**src/rtl/ilv_pkg.sv**
```systemverilog
package ilv_pkg;

  // Stages held by each lane
  function automatic int unsigned lane_stages(int unsigned depth, int unsigned lanes);
    return depth / lanes;
  endfunction

  // Phase that follows ph in a modulo-lanes rotation
  function automatic int unsigned phase_after(int unsigned ph, int unsigned lanes);
    return (ph + 1 >= lanes) ? 0 : ph + 1;
  endfunction

  // Width of a phase register for a given lane count (at least one bit)
  function automatic int unsigned phase_bits(int unsigned lanes);
    return (lanes > 1) ? $clog2(lanes) : 1;
  endfunction

endpackage

```
**src/rtl/ilv_phase_ctr.sv**
```systemverilog
module ilv_phase_ctr #(
  parameter int unsigned LANES = 2,
  localparam int unsigned PW = ilv_pkg::phase_bits(LANES)
) (
  input  logic             clk,
  input  logic             rst,
  output logic [PW-1:0]    phase,
  output logic [LANES-1:0] lane_en
);

  logic [PW-1:0] ph_q;

  always_ff @(posedge clk) begin
    if (rst) ph_q <= '0;
    else     ph_q <= PW'(ilv_pkg::phase_after(32'(ph_q), LANES));
  end

  assign phase = ph_q;

  for (genvar j = 0; j < LANES; j++) begin : g_en
    assign lane_en[j] = (32'(ph_q) == j);
  end

  // the last phase is followed by phase 0
  a_r2_phase_wrap: assert property (@(posedge clk) disable iff (rst)
    (32'(phase) == LANES - 1) |=> (phase == '0));

  // the phase advances by one everywhere else
  a_r2_phase_step: assert property (@(posedge clk) disable iff (rst)
    (32'(phase) < LANES - 1) |=> (32'(phase) == 32'($past(phase)) + 1));

  // reset returns the phase to 0
  a_r6_phase_reset: assert property (@(posedge clk)
    rst |=> (phase == '0));

endmodule

```
**src/rtl/ilv_lane_chain.sv**
```systemverilog
module ilv_lane_chain #(
  parameter int unsigned WIDTH  = 1,
  parameter int unsigned STAGES = 8
) (
  input  logic             clk,
  input  logic             rst,
  input  logic             en,
  input  logic [WIDTH-1:0] din,
  output logic [WIDTH-1:0] tail
);

  logic [WIDTH-1:0] stg [STAGES];

  always_ff @(posedge clk) begin
    if (rst) begin
      for (int i = 0; i < STAGES; i++) stg[i] <= '0;
    end else if (en) begin
      stg[0] <= din;
      for (int i = 1; i < STAGES; i++) stg[i] <= stg[i-1];
    end
  end

  assign tail = stg[STAGES-1];

  // an enabled lane takes the input word into its first stage
  a_r3_capture: assert property (@(posedge clk) disable iff (rst)
    en |=> (stg[0] == $past(din)));

  // a lane that is not enabled keeps its contents
  a_r4_hold_first: assert property (@(posedge clk) disable iff (rst)
    !en |=> $stable(stg[0]));

  // the oldest stage is likewise held while the lane is idle
  a_r4_hold_tail: assert property (@(posedge clk) disable iff (rst)
    !en |=> $stable(tail));

  // reset clears the lane
  a_r6_lane_reset: assert property (@(posedge clk)
    rst |=> (tail == '0 && stg[0] == '0));

endmodule

```
**src/rtl/ilv_out_mux.sv**
```systemverilog
module ilv_out_mux #(
  parameter int unsigned WIDTH = 1,
  parameter int unsigned LANES = 2,
  localparam int unsigned PW = ilv_pkg::phase_bits(LANES)
) (
  input  logic                        clk,
  input  logic                        rst,
  input  logic [LANES-1:0][WIDTH-1:0] tails,
  input  logic [PW-1:0]               sel,
  output logic [WIDTH-1:0]            dout
);

  always_comb begin
    dout = '0;
    for (int j = 0; j < LANES; j++) begin
      if (32'(sel) == j) dout = tails[j];
    end
  end

  // the select never names a lane that does not exist
  a_r5_sel_range: assert property (@(posedge clk) disable iff (rst)
    32'(sel) < LANES);

endmodule

```
**src/rtl/ilv_shift_reg.sv**
```systemverilog
module ilv_shift_reg #(
  parameter int unsigned WIDTH = 1,
  parameter int unsigned DEPTH = 16,
  parameter int unsigned LANES = 2
) (
  input  logic             clk,
  input  logic             rst,
  input  logic [WIDTH-1:0] din,
  output logic [WIDTH-1:0] dout
);

  localparam int unsigned PW     = ilv_pkg::phase_bits(LANES);
  localparam int unsigned STAGES = ilv_pkg::lane_stages(DEPTH, LANES);

  // Named internal events, brought out for the assertions
  logic [PW-1:0]               phase;
  logic [LANES-1:0]            lane_en;
  logic [LANES-1:0][WIDTH-1:0] lane_tail;

  ilv_phase_ctr #(.LANES(LANES)) u_phase (
    .clk     (clk),
    .rst     (rst),
    .phase   (phase),
    .lane_en (lane_en)
  );

  for (genvar j = 0; j < LANES; j++) begin : g_lane
    ilv_lane_chain #(.WIDTH(WIDTH), .STAGES(STAGES)) u_chain (
      .clk  (clk),
      .rst  (rst),
      .en   (lane_en[j]),
      .din  (din),
      .tail (lane_tail[j])
    );
  end

  ilv_out_mux #(.WIDTH(WIDTH), .LANES(LANES)) u_mux (
    .clk   (clk),
    .rst   (rst),
    .tails (lane_tail),
    .sel   (phase),
    .dout  (dout)
  );

  // exactly one lane is enabled in every cycle
  a_r3_one_lane: assert property (@(posedge clk) disable iff (rst)
    $countones(lane_en) == 1);

  // after a reset edge the output reads zero
  a_r6_out_reset: assert property (@(posedge clk)
    rst |=> (dout == '0));

endmodule

```
**config.mk**
```make
export PLATFORM = sky130hd
export DESIGN_NAME = ilv_shift_reg
export DESIGN_NICKNAME = d
export VERILOG_FILES = /design/src/rtl/ilv_pkg.sv /design/src/rtl/ilv_phase_ctr.sv /design/src/rtl/ilv_lane_chain.sv /design/src/rtl/ilv_out_mux.sv /design/src/rtl/ilv_shift_reg.sv
export SDC_FILE = /design/constraint.sdc
export NUM_CORES = 1
export LEC_CHECK = 0
export ABC_AREA = 1
export BUFFER_PORTS_ARGS = -buffer_cell sky130_fd_sc_hd__buf_2
export CAP_MARGIN = 20
export CORE_ASPECT_RATIO = 0.8
export CORE_MARGIN = 4
export CORE_UTILIZATION = 30
export CTS_CLUSTER_SIZE = 40
export DETAILED_ROUTE_END_ITERATION = 8
export PLACE_DENSITY = 0.46
export SLEW_MARGIN = 20
export SYNTH_ARGS = -nofsm -noshare
export SYNTH_HDL_FRONTEND = slang
export SYNTH_HIERARCHICAL = 1
export SYNTH_SLANG_ARGS = --single-unit
```
**constraint.sdc**
```tcl
create_clock -name clk -period 1.05 [get_ports clk]
set_input_delay 0 -clock clk [delete_from_list [all_inputs] [get_ports clk]]
set_output_delay 0 -clock clk [all_outputs]
set_load 0.02 [all_outputs]
```
==> impl_metrics.py <==
metrics = {
    "critical_path": {
        "crit_top_cell": "nand2_1",
        "r2r_end": "g_lane[1].u_chain/stg[0][0]",
        "arrival_ns": 1.01,
        "critPathSlowestCell": "dfxtp_2",
        "critical_path_class": "flop to output port",
        "critPathTopFamily": "flip-flops",
        "path_buf_inv": 3,
        "reg2reg_from": "u_phase/phase",
        "max_stage_delay_ns": 0.33,
        "cp_max_fo": 5,
        "reg2regPathDepth": 2,
        "critPathLaunchType": "flop",
        "cp-end-kind": "output port",
        "crit_required_ns": 1.05,
        "crit_chain": "buf_4 > inv_1 > nand2_1 > nand2_1 > buf_6",
        "r2r_setup_slack_ns": 0.04,
    },
    "worst_hold_path": {
        "hold_end": "g_lane[0].u_chain/stg[0][0]",
        "hold_path_startpoint": "din",
        "hold_depth": 3,
        "min_path_type": "input pin to flop",
    },
    "finish": {
        "nets": 75,
        "fillers": 232,
        "multi_input_area_um2": 105,
        "layout.cells.non_filler": 96,
        "syn_to_final_growth_pct": 15.0,
        "drive_gt1_frac": 0.211,
        "regArea_um2": 502,
        "postLayoutCoreUtil": 0.364,
        "antennaDiodeCount": 0,
    },
    "synthesis": {
        "synth.distinct_cells": 9,
        "netlist_area_um2": 683,
        "synth_common_cells": "18 x inv_1, 17 x nor2_1, 16 x edfxtp_1",
        "synth_edf_count": 16,
        "ys_ff_latch": 17,
        "yosysMostFrequentCell": "inv_1",
        "synthArstFlopShare": 0,
        "syn_inst": 62,
        "ys_warn_count": 6,
        "syn_avg_cell_area_um2": 11.0,
        "synth-main-ff-cell": "edfxtp_1",
        "yosysTopAreaCellShare": 0.703,
        "ys_seq_area_frac": 0.733,
        "synth_top_area_cell": "edfxtp_1",
        "synthTopCellsByArea": "edfxtp_1 70%, inv_1 9.9%, nor2_1 9.3%",
        "syn-num-nets": 65,
    },
    "cts": {
        "cts_htree_levels": 1,
        "clock_path_buffers": 2,
        "cts.sinks": 17,
        "root_buffer": "clkbuf_4",
        "cts.clk_slew.worst_paths_ns": 0.09,
        "cts_buffers": 3,
        "clk_latency_ns": 0.28,
        "postCtsSetupBuffers": 0,
        "cts_tree": "yes",
    },
    "detailed_routing": {
        "drt_wl_total_um": 885,
        "drtIter0Drc": 12,
        "routedWlPerCell_um": 9.22,
        "drc_errors": 0,
        "firstDrtPassIters": 3,
        "antenna_left": 0,
        "vias": 377,
        "via_per_inst": 3.93,
    },
    "sta": {
        "slew_violations": 0,
        "max_slew_margin": 0.908,
        "min_period_over_period": 0.964,
        "worstMarginPinSlew_ns": 0.137,
        "fmax_mhz": 988,
        "hold_viol_final": 0,
        "fin_crit_ns": 1.01,
        "setup_violations": 0,
        "rsz0062_at_grt": "true",
        "fin_skew_ns": 0.00129,
    },
    "global_route": {
        "grt_pass1_wl_mm": 1.44,
        "grt_pass1_vias": 330,
        "grt_usage": 0.0684,
        "globalRouteOverflowTotal": 0,
        "grt_max_degree": 10,
        "antenna_found_initial": 0,
    },
    "power": {
        "power_leakage_nw": 0.342,
        "vdd_drop_max_mv": 0.545,
        "total_power_w": 0.00124,
        "power_density_nw_per_um2": 1580,
    },
    "floorplanning": {
        "ios": 4,
        "die_h_um": 50.7,
        "start_util": 0.317,
        "die_w_um": 61.4,
        "core-area_um2": 2160,
        "die_area_um2": 3110,
        "rows": 15,
    },
    "run": {
        "drv_cap": 0,
    },
    "placement": {
        "place_inst": 91,
        "port_buffers": 3,
        "globalplace.congestion": 0.602,
        "hpwl_um": 594,
    },
    "status": {
        "status": "finished, final reports clean",
    },
}
[layer usage]
layer,vias up,track usage,routed length (um)
met5,-,0,0
met4,0,0.0742,31
met3,4,0.0154,43
met2,9,0.0880,349
met1,162,0.0864,462
li1,202,-,-
[worst min-delay path, delay by kind of cell]
| kind | cells | cell delay, ns |
|---|---|---|
| buf+inv | 2 | 0.12 |
| simple gates | 1 | 0.08 |
[repair_timing]
action / in CTS / in global routing
gates resized for setup: 0 / 4
endpoints found under the setup margin: 0 / 9
hold endpoints to repair: 1 / 0
hold buffers: 1 / 0
[power by group]
group | internal, W | leakage (nW) | switching [W]
sequential | 0.000795 | 0.186 | 0.0000123
combinational | 0.0000408 | 0.141 | 0.0000610
clock | 0.000147 | 0.0150 | 0.000185
[metrics by stage]
| stage | TNS, ns | hold WS (ns) | cell area, um2 | worst slack (ns) |
|---|---|---|---|---|
| 4_1_cts | 0 | 0.0241 | 776 | 0.00891 |
| 2_1_floorplan | 0 | 0.0667 | 686 | 0.0257 |
| 3_5_place_dp | 0 | 0.258 | 739 | 0.0348 |
| 6_report | 0 | 0.0309 | 786 | 0.0378 |
| 5_1_grt | -0.0280 | 0.0401 | 786 | -0.0280 |
| 3_3_place_gp | 0 | 0.262 | 739 | 0.0403 |
[kinds of logic (layout without fill, tap and decap cells)]
group                  count (synthesis)  after routing  synth area share
and+or+nand+nor                       24             24             0.147
buffers and inverters                 21             30             0.121
DFF                                   17             17             0.733
[final cells by class]
cell class / instances / share of cell area
Sequential cell: 17 / 0.639
Clock buffer: 4 / 0.0334
Multi-Input combinational cell: 24 / 0.134
Tap cell: 25 / 0.0398
Inverter: 20 / 0.0955
Timing Repair Buffer: 6 / 0.0589
[how the worst max path moves through the flow]
stage                                              to  slack [ns]  depth (start not counted)          start
after floorplan           g_lane[0].u_chain/stg[0][0]        0.03                          2  u_phase/phase
after global placement    g_lane[0].u_chain/stg[0][1]        0.04                          2  u_phase/phase
after detailed placement  g_lane[0].u_chain/stg[0][3]        0.03                          2  u_phase/phase
after CTS                                        dout       0.009                          5  u_phase/phase
after global routing                             dout       -0.03                          5  u_phase/phase
final                                            dout        0.04                          5  u_phase/phase
[cell usage in the layout (no fill, tap or decap)]
cell type	n
nor2_1	17
inv_2	2
edfxtp_1	16
buf_4	2
nand2_2	2
buf_6	1
clkbuf_4	3
dfxtp_2	1
dlygate4sd3_1	1
inv_1	18
or2_4	2
clkbuf_1	1
buf_2	2
nand2_1	3
[flip-flops by register name, indices dropped and copies added (netlist names)]
name                count
g_lane.u_chain/stg     16
u_phase/phase           1
Note: power is estimated with default switching activity, not from simulation.
